**src/rtl/srx_pkg.sv**
```systemverilog
package srx_pkg;
    typedef enum logic [1:0] {
        ST_HUNT  = 2'd0,
        ST_DELAY = 2'd1,
        ST_DATA  = 2'd2
    } srx_state_e;
endpackage

```
**src/rtl/srx_window.sv**
```systemverilog
module srx_window #(
    parameter int CMP_W = 16,
    parameter int LEN_W = 5
) (
    input  logic             clk,
    input  logic             rst_n,
    input  logic             en,
    input  logic             bit_in,
    input  logic             clear_fill,
    input  logic [LEN_W-1:0] cmp_len,
    input  logic [CMP_W-1:0] cmp0,
    input  logic [CMP_W-1:0] cmp1,
    output logic             hit0,
    output logic             hit1
);
    logic [CMP_W-1:0] hist, win, mask;
    logic [LEN_W-1:0] fill, fill_inc;
    logic             armed;
    logic [1:0]       hits;

    assign win      = {hist[CMP_W-2:0], bit_in};
    assign fill_inc = (fill >= LEN_W'(CMP_W)) ? fill : fill + 1'b1;
    assign armed    = (cmp_len != '0) && (fill_inc >= cmp_len);

    always_comb begin
        for (int i = 0; i < CMP_W; i++) begin
            mask[i] = (LEN_W'(i) < cmp_len);
        end
    end

    for (genvar g = 0; g < 2; g++) begin : g_cmp
        logic [CMP_W-1:0] ref_val;
        assign ref_val = (g == 0) ? cmp0 : cmp1;
        assign hits[g] = armed && (((win ^ ref_val) & mask) == '0);
    end

    assign hit0 = hits[0];
    assign hit1 = hits[1];

    always_ff @(posedge clk or negedge rst_n) begin
        if (!rst_n) begin
            hist <= '0;
            fill <= '0;
        end else if (!en) begin
            hist <= '0;
            fill <= '0;
        end else begin
            hist <= win;
            fill <= clear_fill ? '0 : fill_inc;
        end
    end
endmodule

```
**src/rtl/srx_assemble.sv**
```systemverilog
module srx_assemble #(
    parameter int WORD_W = 32,
    parameter int WLEN_W = 5
) (
    input  logic              clk,
    input  logic              rst_n,
    input  logic              en,
    input  logic              take,
    input  logic              bit_in,
    input  logic              msb_first,
    input  logic [WLEN_W-1:0] wlen,
    output logic              last,
    output logic [WORD_W-1:0] word
);
    logic [WLEN_W-1:0] bitcnt;
    logic [WORD_W-1:0] acc, acc_next;

    always_comb begin
        if (msb_first) begin
            acc_next = {acc[WORD_W-2:0], bit_in};
        end else begin
            acc_next = acc | (WORD_W'(bit_in) << bitcnt);
        end
    end

    assign last = take && (bitcnt == wlen);
    assign word = acc_next;

    always_ff @(posedge clk or negedge rst_n) begin
        if (!rst_n) begin
            bitcnt <= '0;
            acc    <= '0;
        end else if (!en) begin
            bitcnt <= '0;
            acc    <= '0;
        end else if (take) begin
            if (last) begin
                bitcnt <= '0;
                acc    <= '0;
            end else begin
                bitcnt <= bitcnt + 1'b1;
                acc    <= acc_next;
            end
        end
    end
endmodule

```
**src/rtl/srx_pattern_rx.sv**
```systemverilog
module srx_pattern_rx #(
    parameter int CMP_W  = 16,
    parameter int WORD_W = 32,
    parameter int DLY_W  = 8,
    parameter int CNT_W  = 8,
    localparam int LEN_W  = $clog2(CMP_W + 1),
    localparam int WLEN_W = $clog2(WORD_W)
) (
    input  logic              clk,
    input  logic              rst_n,
    input  logic              en,
    input  logic              sdata,
    input  logic [LEN_W-1:0]  cfg_cmp_len,
    input  logic [CMP_W-1:0]  cfg_cmp0,
    input  logic [CMP_W-1:0]  cfg_cmp1,
    input  logic              cfg_stop_cont,
    input  logic [DLY_W-1:0]  cfg_delay,
    input  logic [WLEN_W-1:0] cfg_wlen,
    input  logic [CNT_W-1:0]  cfg_wcnt,
    input  logic              cfg_msb_first,
    output logic              word_valid,
    output logic [WORD_W-1:0] word_data
);
    import srx_pkg::*;

    srx_state_e        state, nstate;
    logic [DLY_W-1:0]  dcnt;
    logic [CNT_W-1:0]  wcnt;
    logic              stop_pend;
    logic              hit0, hit1, clear_fill, take, last;
    logic [WORD_W-1:0] asm_word;

    srx_window #(.CMP_W(CMP_W), .LEN_W(LEN_W)) u_window (
        .clk(clk), .rst_n(rst_n), .en(en), .bit_in(sdata),
        .clear_fill(clear_fill), .cmp_len(cfg_cmp_len),
        .cmp0(cfg_cmp0), .cmp1(cfg_cmp1), .hit0(hit0), .hit1(hit1)
    );

    srx_assemble #(.WORD_W(WORD_W), .WLEN_W(WLEN_W)) u_asm (
        .clk(clk), .rst_n(rst_n), .en(en), .take(take), .bit_in(sdata),
        .msb_first(cfg_msb_first), .wlen(cfg_wlen), .last(last), .word(asm_word)
    );

    // next-state and control decode
    always_comb begin
        nstate     = state;
        clear_fill = 1'b0;
        take       = 1'b0;
        if (en) begin
            unique case (state)
                ST_HUNT: begin
                    if (hit0) begin
                        clear_fill = 1'b1;
                        nstate     = (cfg_delay == '0) ? ST_DATA : ST_DELAY;
                    end
                end
                ST_DELAY: begin
                    if (dcnt == DLY_W'(1)) nstate = ST_DATA;
                end
                ST_DATA: begin
                    take = 1'b1;
                    if (last) begin
                        if (cfg_stop_cont ? (stop_pend || hit1) : (wcnt == cfg_wcnt)) begin
                            nstate     = ST_HUNT;
                            clear_fill = 1'b1;
                        end
                    end
                end
                default: nstate = ST_HUNT;
            endcase
        end else begin
            nstate = ST_HUNT;
        end
    end

    // state register and frame counters
    always_ff @(posedge clk or negedge rst_n) begin
        if (!rst_n) begin
            state     <= ST_HUNT;
            dcnt      <= '0;
            wcnt      <= '0;
            stop_pend <= 1'b0;
        end else if (!en) begin
            state     <= ST_HUNT;
            dcnt      <= '0;
            wcnt      <= '0;
            stop_pend <= 1'b0;
        end else begin
            state <= nstate;
            if (state == ST_HUNT && nstate == ST_DELAY) begin
                dcnt <= cfg_delay;
            end else if (state == ST_DELAY) begin
                dcnt <= dcnt - 1'b1;
            end
            if (take && last) begin
                wcnt <= (nstate == ST_HUNT || cfg_stop_cont) ? '0 : wcnt + 1'b1;
            end
            if (state != ST_DATA || (take && last)) begin
                stop_pend <= 1'b0;
            end else if (cfg_stop_cont && hit1) begin
                stop_pend <= 1'b1;
            end
        end
    end

    // output register
    always_ff @(posedge clk or negedge rst_n) begin
        if (!rst_n) begin
            word_valid <= 1'b0;
            word_data  <= '0;
        end else if (!en) begin
            word_valid <= 1'b0;
            word_data  <= '0;
        end else begin
            word_valid <= take && last;
            if (take && last) word_data <= asm_word;
        end
    end
endmodule

```
**config.mk**
```make
export PLATFORM = sky130hd
export DESIGN_NAME = srx_pattern_rx
export DESIGN_NICKNAME = d
export VERILOG_FILES = /design/src/rtl/srx_pkg.sv /design/src/rtl/srx_window.sv /design/src/rtl/srx_assemble.sv /design/src/rtl/srx_pattern_rx.sv
export SDC_FILE = /design/constraint.sdc
export NUM_CORES = 1
export LEC_CHECK = 0
export BUFFER_PORTS_ARGS = -buffer_cell sky130_fd_sc_hd__buf_2
export CORE_MARGIN = 8
export CORE_UTILIZATION = 40
export CTS_CLUSTER_DIAMETER = 150
export DETAILED_ROUTE_END_ITERATION = 8
export HOLD_SLACK_MARGIN = 0.02
export PLACE_DENSITY_LB_ADDON = 0.15
export SYNTH_ARGS = -nofsm -noshare
export SYNTH_HDL_FRONTEND = slang
export SYNTH_SLANG_ARGS = --single-unit
```
**constraint.sdc**
```tcl
create_clock -name clk -period 2.6 [get_ports clk]
set_clock_uncertainty 0.15 [all_clocks]
set_input_delay 0.39 -clock clk [delete_from_list [all_inputs] [get_ports clk]]
set_output_delay 0.39 -clock clk [all_outputs]
set_load 0.02 [all_outputs]
```
Word-level counts from Yosys, hierarchy flattened
Index checks and enable logic that the tools add are counted.

storage, ports and cells
  register bits = 109
  input port bits = 64
  output and inout bits = 33
  logic and storage cells = 104

cells by class
  $add $sub $neg = 4
  $lt $le $gt $ge = 18
  equal/unequal tests = 11
  shift operators = 1
  multiplexer cells = 39
  bitwise gates (word level) = 5
  reduce and logical (&&, ||, !) cells = 16

operator list
  kind                 number
  $mux 32              6
  $mux 8               6
  $lt 4x5->1 const A   8
  $and 16x16->16       2
  $logic_not 16->1     2
  $or 32x32->32        1
  $shl 1x5->32         1
  $xor 16x16->16       2
  $mux 5               6
  $lt 3x5->1 const A   4
  $mux 15              1
  $mux 2               7
  $mux 1               11
  $add 5x1->5 const B  2
  $lt 1x5->1 const A   2
  $lt 2x5->1 const A   2
  $add 8x1->8 const B  1
  $eq 8x1->1 const B   1
  $eq 8x8->1           1
  $logic_not 8->1      1
  $sub 8x1->8 const B  1
  $logic_and 1x1->1    7
  $ne 3x1->1 const B   2
  $pmux 2 s3           1
  other kinds (11)     16

Longest topological paths before layout
  depth in word-level cells = 16
  mapped depth = 12
  mapped depth without buffers = 11

By module
From an unflattened synthesis, not the netlist that was laid out.

second synthesis, totals
  cell total of the unflattened synthesis = 629
  area, all modules = 6092.1 um2

by module, submodules not included
  module          instances  cells each  area an instance (um2)  sequential area each (um2)
  srx_pattern_rx  1          283         2522.4                  1301.2
  srx_assemble    1          193         2098.3                  925.9
  srx_window      1          153         1471.4                  500.5

Worst setup path after synthesis
OpenSTA, ideal clock, no wires.

  path kind = input to register
  start = in cfg_cmp_len[4]
  end = reg wcnt[1]
  setup time = 0.122 ns
  arrival = 2.922 ns
  required time = 2.328 ns
  slack = -0.594 ns
  stages on the path = 7
  buffers on the path = 0
  path through = or4_4 -> a222oi_1 -> o2111ai_1 -> or4_1 -> or4_1 -> a211o_1 -> a32o_1

on the way
  word-level cells in the longest chain between the ends = 15
  elaborated cells between the ends (all ways) = 37
  those cells by class = 17 x order compare; 9 x mux; 2 x bitwise; 9 x reduce/logical

ends and longest elaborated chain
  what                                RTL line              RTL
  from (decl)                         srx_pattern_rx.sv:13  input logic [LEN_W-1:0] cfg_cmp_len,
  $lt 1x5->1 (tied with other cells)  srx_window.sv:27      mask[i] = (LEN_W'(i) < cmp_len);
  $and 16x16->16                      srx_window.sv:34      assign hits[g] = armed && (((win ^ ref_val) & mask) == '0);
  $logic_not 16->1                    srx_window.sv:34
  $logic_and 1x1->1                   srx_window.sv:34
  $logic_or 1x1->1                    srx_pattern_rx.sv:63  if (cfg_stop_cont ? (stop_pend || hit1) : (wcnt == cfg_wcnt)) begin
  $mux 1                              srx_pattern_rx.sv:63
  $mux 2                              srx_pattern_rx.sv:63
  $mux 2                              srx_pattern_rx.sv:62  if (last) begin
  $pmux 2 s3 *                        srx_pattern_rx.sv:50  unique case (state)
  $mux 2 *                            srx_pattern_rx.sv:49  if (en) begin
  $logic_not 2->1 *                   srx_pattern_rx.sv:96  wcnt <= (nstate == ST_HUNT || cfg_stop_cont) ? '0 : wcnt + 1'b1;
  $logic_or 1x1->1 *                  srx_pattern_rx.sv:96
  $mux 8 *                            srx_pattern_rx.sv:96
  $mux 8 *                            srx_pattern_rx.sv:95  if (take && last) begin
  $mux 8 *                            srx_pattern_rx.sv:83  end else if (!en) begin
  to (signal assigned)                srx_pattern_rx.sv:96
  to (decl)                           srx_pattern_rx.sv:28  logic [CNT_W-1:0] wcnt;

Every way passes the cells marked *; elsewhere a longest branch is shown, timed or not. The select of a mux whose other input is x is not followed.
A chain may end at the register's enable or synchronous reset.

Worst setup path in the final report
Same ends and word-level chain as after synthesis.

==> key figures <==
Place
  – Post-DP HPWL: 12200 µm
  – Port Buffers: between 90 and 100
  – GPL Wtd Cong: approximately 0.86
  – Placed Area: just under 7000 µm²

Synth
  – Yosys top cell area share: between 40% and 50%
  – Mapped cell area: 5870 µm²
  – Synth cell types: 46
  – Most common flop cell mapped by yosys: dfrtp_1
  – Top cells by area, synth: dfrtp_1 46%, o21ai_0 7.2%, a21oi_1 6.1%
  – Sequential-to-total area share from yosys stat: between 40 and 50%
  – Synth area leader: dfrtp_1
  – Mean Syn Cell Area: slightly below 9 µm²
  – Cells after Synth: just under 700
  – Async set or reset register ratio after synthesis: between 90% and 100%
  – Post-Syn Nets: between 700 and 800
  – Yosys reg bits: 109
  – Number of synthesized flops with an enable pin: 0
  – Yosys warnings: 0

STA
  – Final period util: 119%
  – Post-route setup slack: -0.495 ns
  – Worst-Margin Slew: 0.629 ns
  – Endpoints failing hold: 0
  – FMAX: 0.323 GHz
  – RSZ-0062 raised after global routing: true
  – Final setup violation count: 14
  – Final Max Slew Viols: 0
  – Rel. slew slack: approximately 58%
  – Setup TNS: -3.79 ns
  – Post-route minimum period: ~3.1 ns

Clock network
  – # clock sinks: approximately 110
  – CTS tree: yes
  – CTS Buffer Depth: 2
  – Root buffer cell: clkbuf_16
  – CTS buffer count: 9
  – Clk slew on worst S/H paths: around 0.07 ns
  – H-tree Lvls: 3
  – Clock Latency Late Sink: 0.36 ns

Finish
  – Final core utilization: about half
  – Layout cell share with drive strength beyond 1: 24.3%
  – Post-route cell area: 7350 µm²
  – Inserted Diodes: 0
  – Fillcell total: approximately 1400
  – Final net count: 876
  – Synthesis-to-layout area growth: 25.3%

Floorplan
  – Die X: roughly 140 µm
  – Core box area: between 10000 and 15000 µm²
  – Rows: 44
  – Die height: 137 µm
  – I/O pin count: 97
  – Die ar.: 18800 µm²
  – Starting Density: between 40% and 50%

Power and ir drop
  – Power Dens Cells: approximately 470 nW/µm²
  – Internal power: roughly 0.0026 W
  – Worst ir drop on vdd: around 0.30 mV
  – Pleak: 3.54 nW
  – Net Sw Power: 0.000883 W
  – Tot Pwr: 0.00344 W
  – Sw frac: around a quarter
  – Logic pwr share: 10.3%
  – Clk pwr share: between 40 and 50%
  – Sequential share of power: between 40% and 50%

Route
  – Wirelength per Cell: ~17 µm
  – Vias per inst: between 5 and 6
  – DRT iter0 DRCs: 366
  – Antenna viol nets, final: 0
  – Initial DRT Pass Iterations: 4
  – DRC: 0
  – WL final: between 15000 and 20000 µm
  – Via count: around 5200

Flow run
  – Max-cap violations: 0

Global routing
  – First-pass GRT wire length: between 20000 and 30000 µm
  – Total gr overflow: 0
  – Vias in the first global route: around 5500
  – Initial antenna violation count: 0
  – Gr usage total: roughly 18%
  – Largest net degree at the start of global routing: 65

Setup path
  – Req. time, crit path: 2.69 ns
  – Max incr delay on CP: around 0.57 ns
  – Maximum fanout along the worst path: 5
  – Cell mode on critical path: or4_4
  – Signal arrival time at the worst endpoint: approximately 3.2 ns
  – Worst path slowest cell: or4_4
  – CP cell instances: buf_4 > or4_4 > buf_4 > o21ai_1 > o2111ai_1 > or4_4 > or4_4 > a211o_4 > a32o_1
  – Critical Path Sink Type: register
  – Crit Path Category: in2reg
  – Startpoint types: primary input

Run status
  – Failing checks: setup timing
  – Status: finished, violations left

Worst hold path
  – Hold Crit Class: in2reg
[power by group through the flow]
stage / Clock (W) / Combinational [W] / Sequential, W
2_1_floorplan: 0 / 0.000143 / 0.00174
3_3_place_gp: 0 / 0.000331 / 0.00174
3_5_place_dp: 0 / 0.000334 / 0.00174
4_1_cts: 0.00142 / 0.000343 / 0.00170
5_1_grt: 0.00148 / 0.000394 / 0.00171
6_report: 0.00138 / 0.000355 / 0.00170
[cells in the mapped netlist (2+ instances only)]
| master | count |
|---|---|
| o21a_1 | 2 |
| inv_1 | 11 |
| nand4_1 | 4 |
| nand2b_1 | 8 |
| dfrtp_1 | 109 |
| ha_1 | 11 |
| nor3_1 | 7 |
| xor2_1 | 32 |
| clkbuf_1 | 35 |
| nor2b_1 | 13 |
| nor2_1 | 61 |
| and3_1 | 2 |
| nand2_1 | 70 |
| xnor2_1 | 27 |
| nand3b_1 | 2 |
| o2111ai_1 | 2 |
| o211ai_1 | 5 |
| a211oi_1 | 3 |
| a21o_1 | 3 |
| or2_2 | 3 |
| nand3_1 | 43 |
| o21ai_0 | 85 |
| nor3b_1 | 2 |
| or4_1 | 3 |
| mux2i_1 | 2 |
| nor4_1 | 5 |
| o31ai_1 | 2 |
| a211o_1 | 2 |
| buf_1 | 6 |
| o211a_1 | 7 |
| a21oi_1 | 72 |
| and2_1 | 20 |
[layer usage]
layer | routed length (µm) | up-vias | GRT usage, %
li1 | - | 2587 | -
met3 | 753 | 26 | 4.19
met5 | 0 | - | 0
met1 | 7420 | 2506 | 22.6
met4 | 366 | 0 | 6.58
met2 | 7850 | 97 | 30.1
[flip-flops by register name, summed over array words and instances (netlist names)]
| register | count |
|---|---|
| dcnt | 8 |
| state | 2 |
| stop_pend | 1 |
| u_asm.acc | 32 |
| u_asm.bitcnt | 5 |
| u_window.fill | 5 |
| u_window.hist | 15 |
| wcnt | 8 |
| word_data | 32 |
| word_valid | 1 |
[cell usage in the layout (no fill, tap or decap), types with 5 or more instances in the layout]
master / n
a21oi_1: 72
and2_1: 19
buf_2: 94
buf_4: 58
clkbuf_16: 9
dfrtp_1: 109
ha_1: 8
inv_1: 11
nand2_1: 69
nand2b_1: 7
nand3_1: 41
nor2_1: 61
nor2b_1: 12
nor3_1: 6
o211a_1: 7
o211ai_1: 5
o21ai_0: 81
xnor2_1: 26
xor2_1: 32
[worst max-delay path: cells and delay by family]
family                 cells  cell delay (ns)
AOI/OAI and AO/OA          4             0.85
buffers and inverters      2             0.28
and+or+nand+nor            3             1.65
[through the flow]
stage                     hold WS [ns]  cells  setup WS (ns)
final                            0.157    990         -0.495
after global routing             0.144    990         -0.578
after floorplan                -0.0556    673         -0.457
after global placement           0.298    969         -0.738
after CTS                        0.142    987         -0.398
after detailed placement         0.308    969         -0.808
[final cells by class]
class / instances / area, µm² / area share [%]
clock buffers: 11 / 243 / 3.30
clock inverters: 5 / 48.8 / 0.664
inverters: 11 / 41.3 / 0.562
multi-input cells: 513 / 3080 / 41.8
flip-flops and latches: 109 / 2730 / 37.1
well taps: 184 / 230 / 3.13
repair buffers: 157 / 987 / 13.4
[cell families (layout without fill, tap and decap cells)]
logic type,count (synthesis),after routing,synth area share (%)
AOI/OAI and AO/OA,194,194,18.8
xor gates and xnor gates,59,59,8.81
adders and majority gates,11,11,2.35
buffers and inverters,52,184,3.33
DFF,109,109,46.5
muxes,3,3,0.533
and+or+nand+nor,245,246,19.7
[path summary, 6_finish.rpt]
path,slack [ns],startpoint,cells after the start,to
min reg2reg,0.34,stop_pend,2,stop_pend
max,-0.50,cfg_cmp_len[4],9,wcnt[1]
min in group asynchronous,0.44,rst_n,2,u_asm.acc[9]
max in group asynchronous,1.18,rst_n,3,u_asm.acc[27]
min,0.16,cfg_delay[3],2,dcnt[3]
max reg2reg,-0.46,u_window.hist[4],7,wcnt[1]
[what timing repair did]
item | in CTS | in global routing
setup endpoints to repair | 18 | 22
cloned | 1 | 0
hold endpoints to repair | 44 | 0
setup buffers | 0 | 3
pin swaps | 5 | 12
resized for setup | 7 | 16
hold buffers | 1 | 0
(Power assumes the default switching activity.)
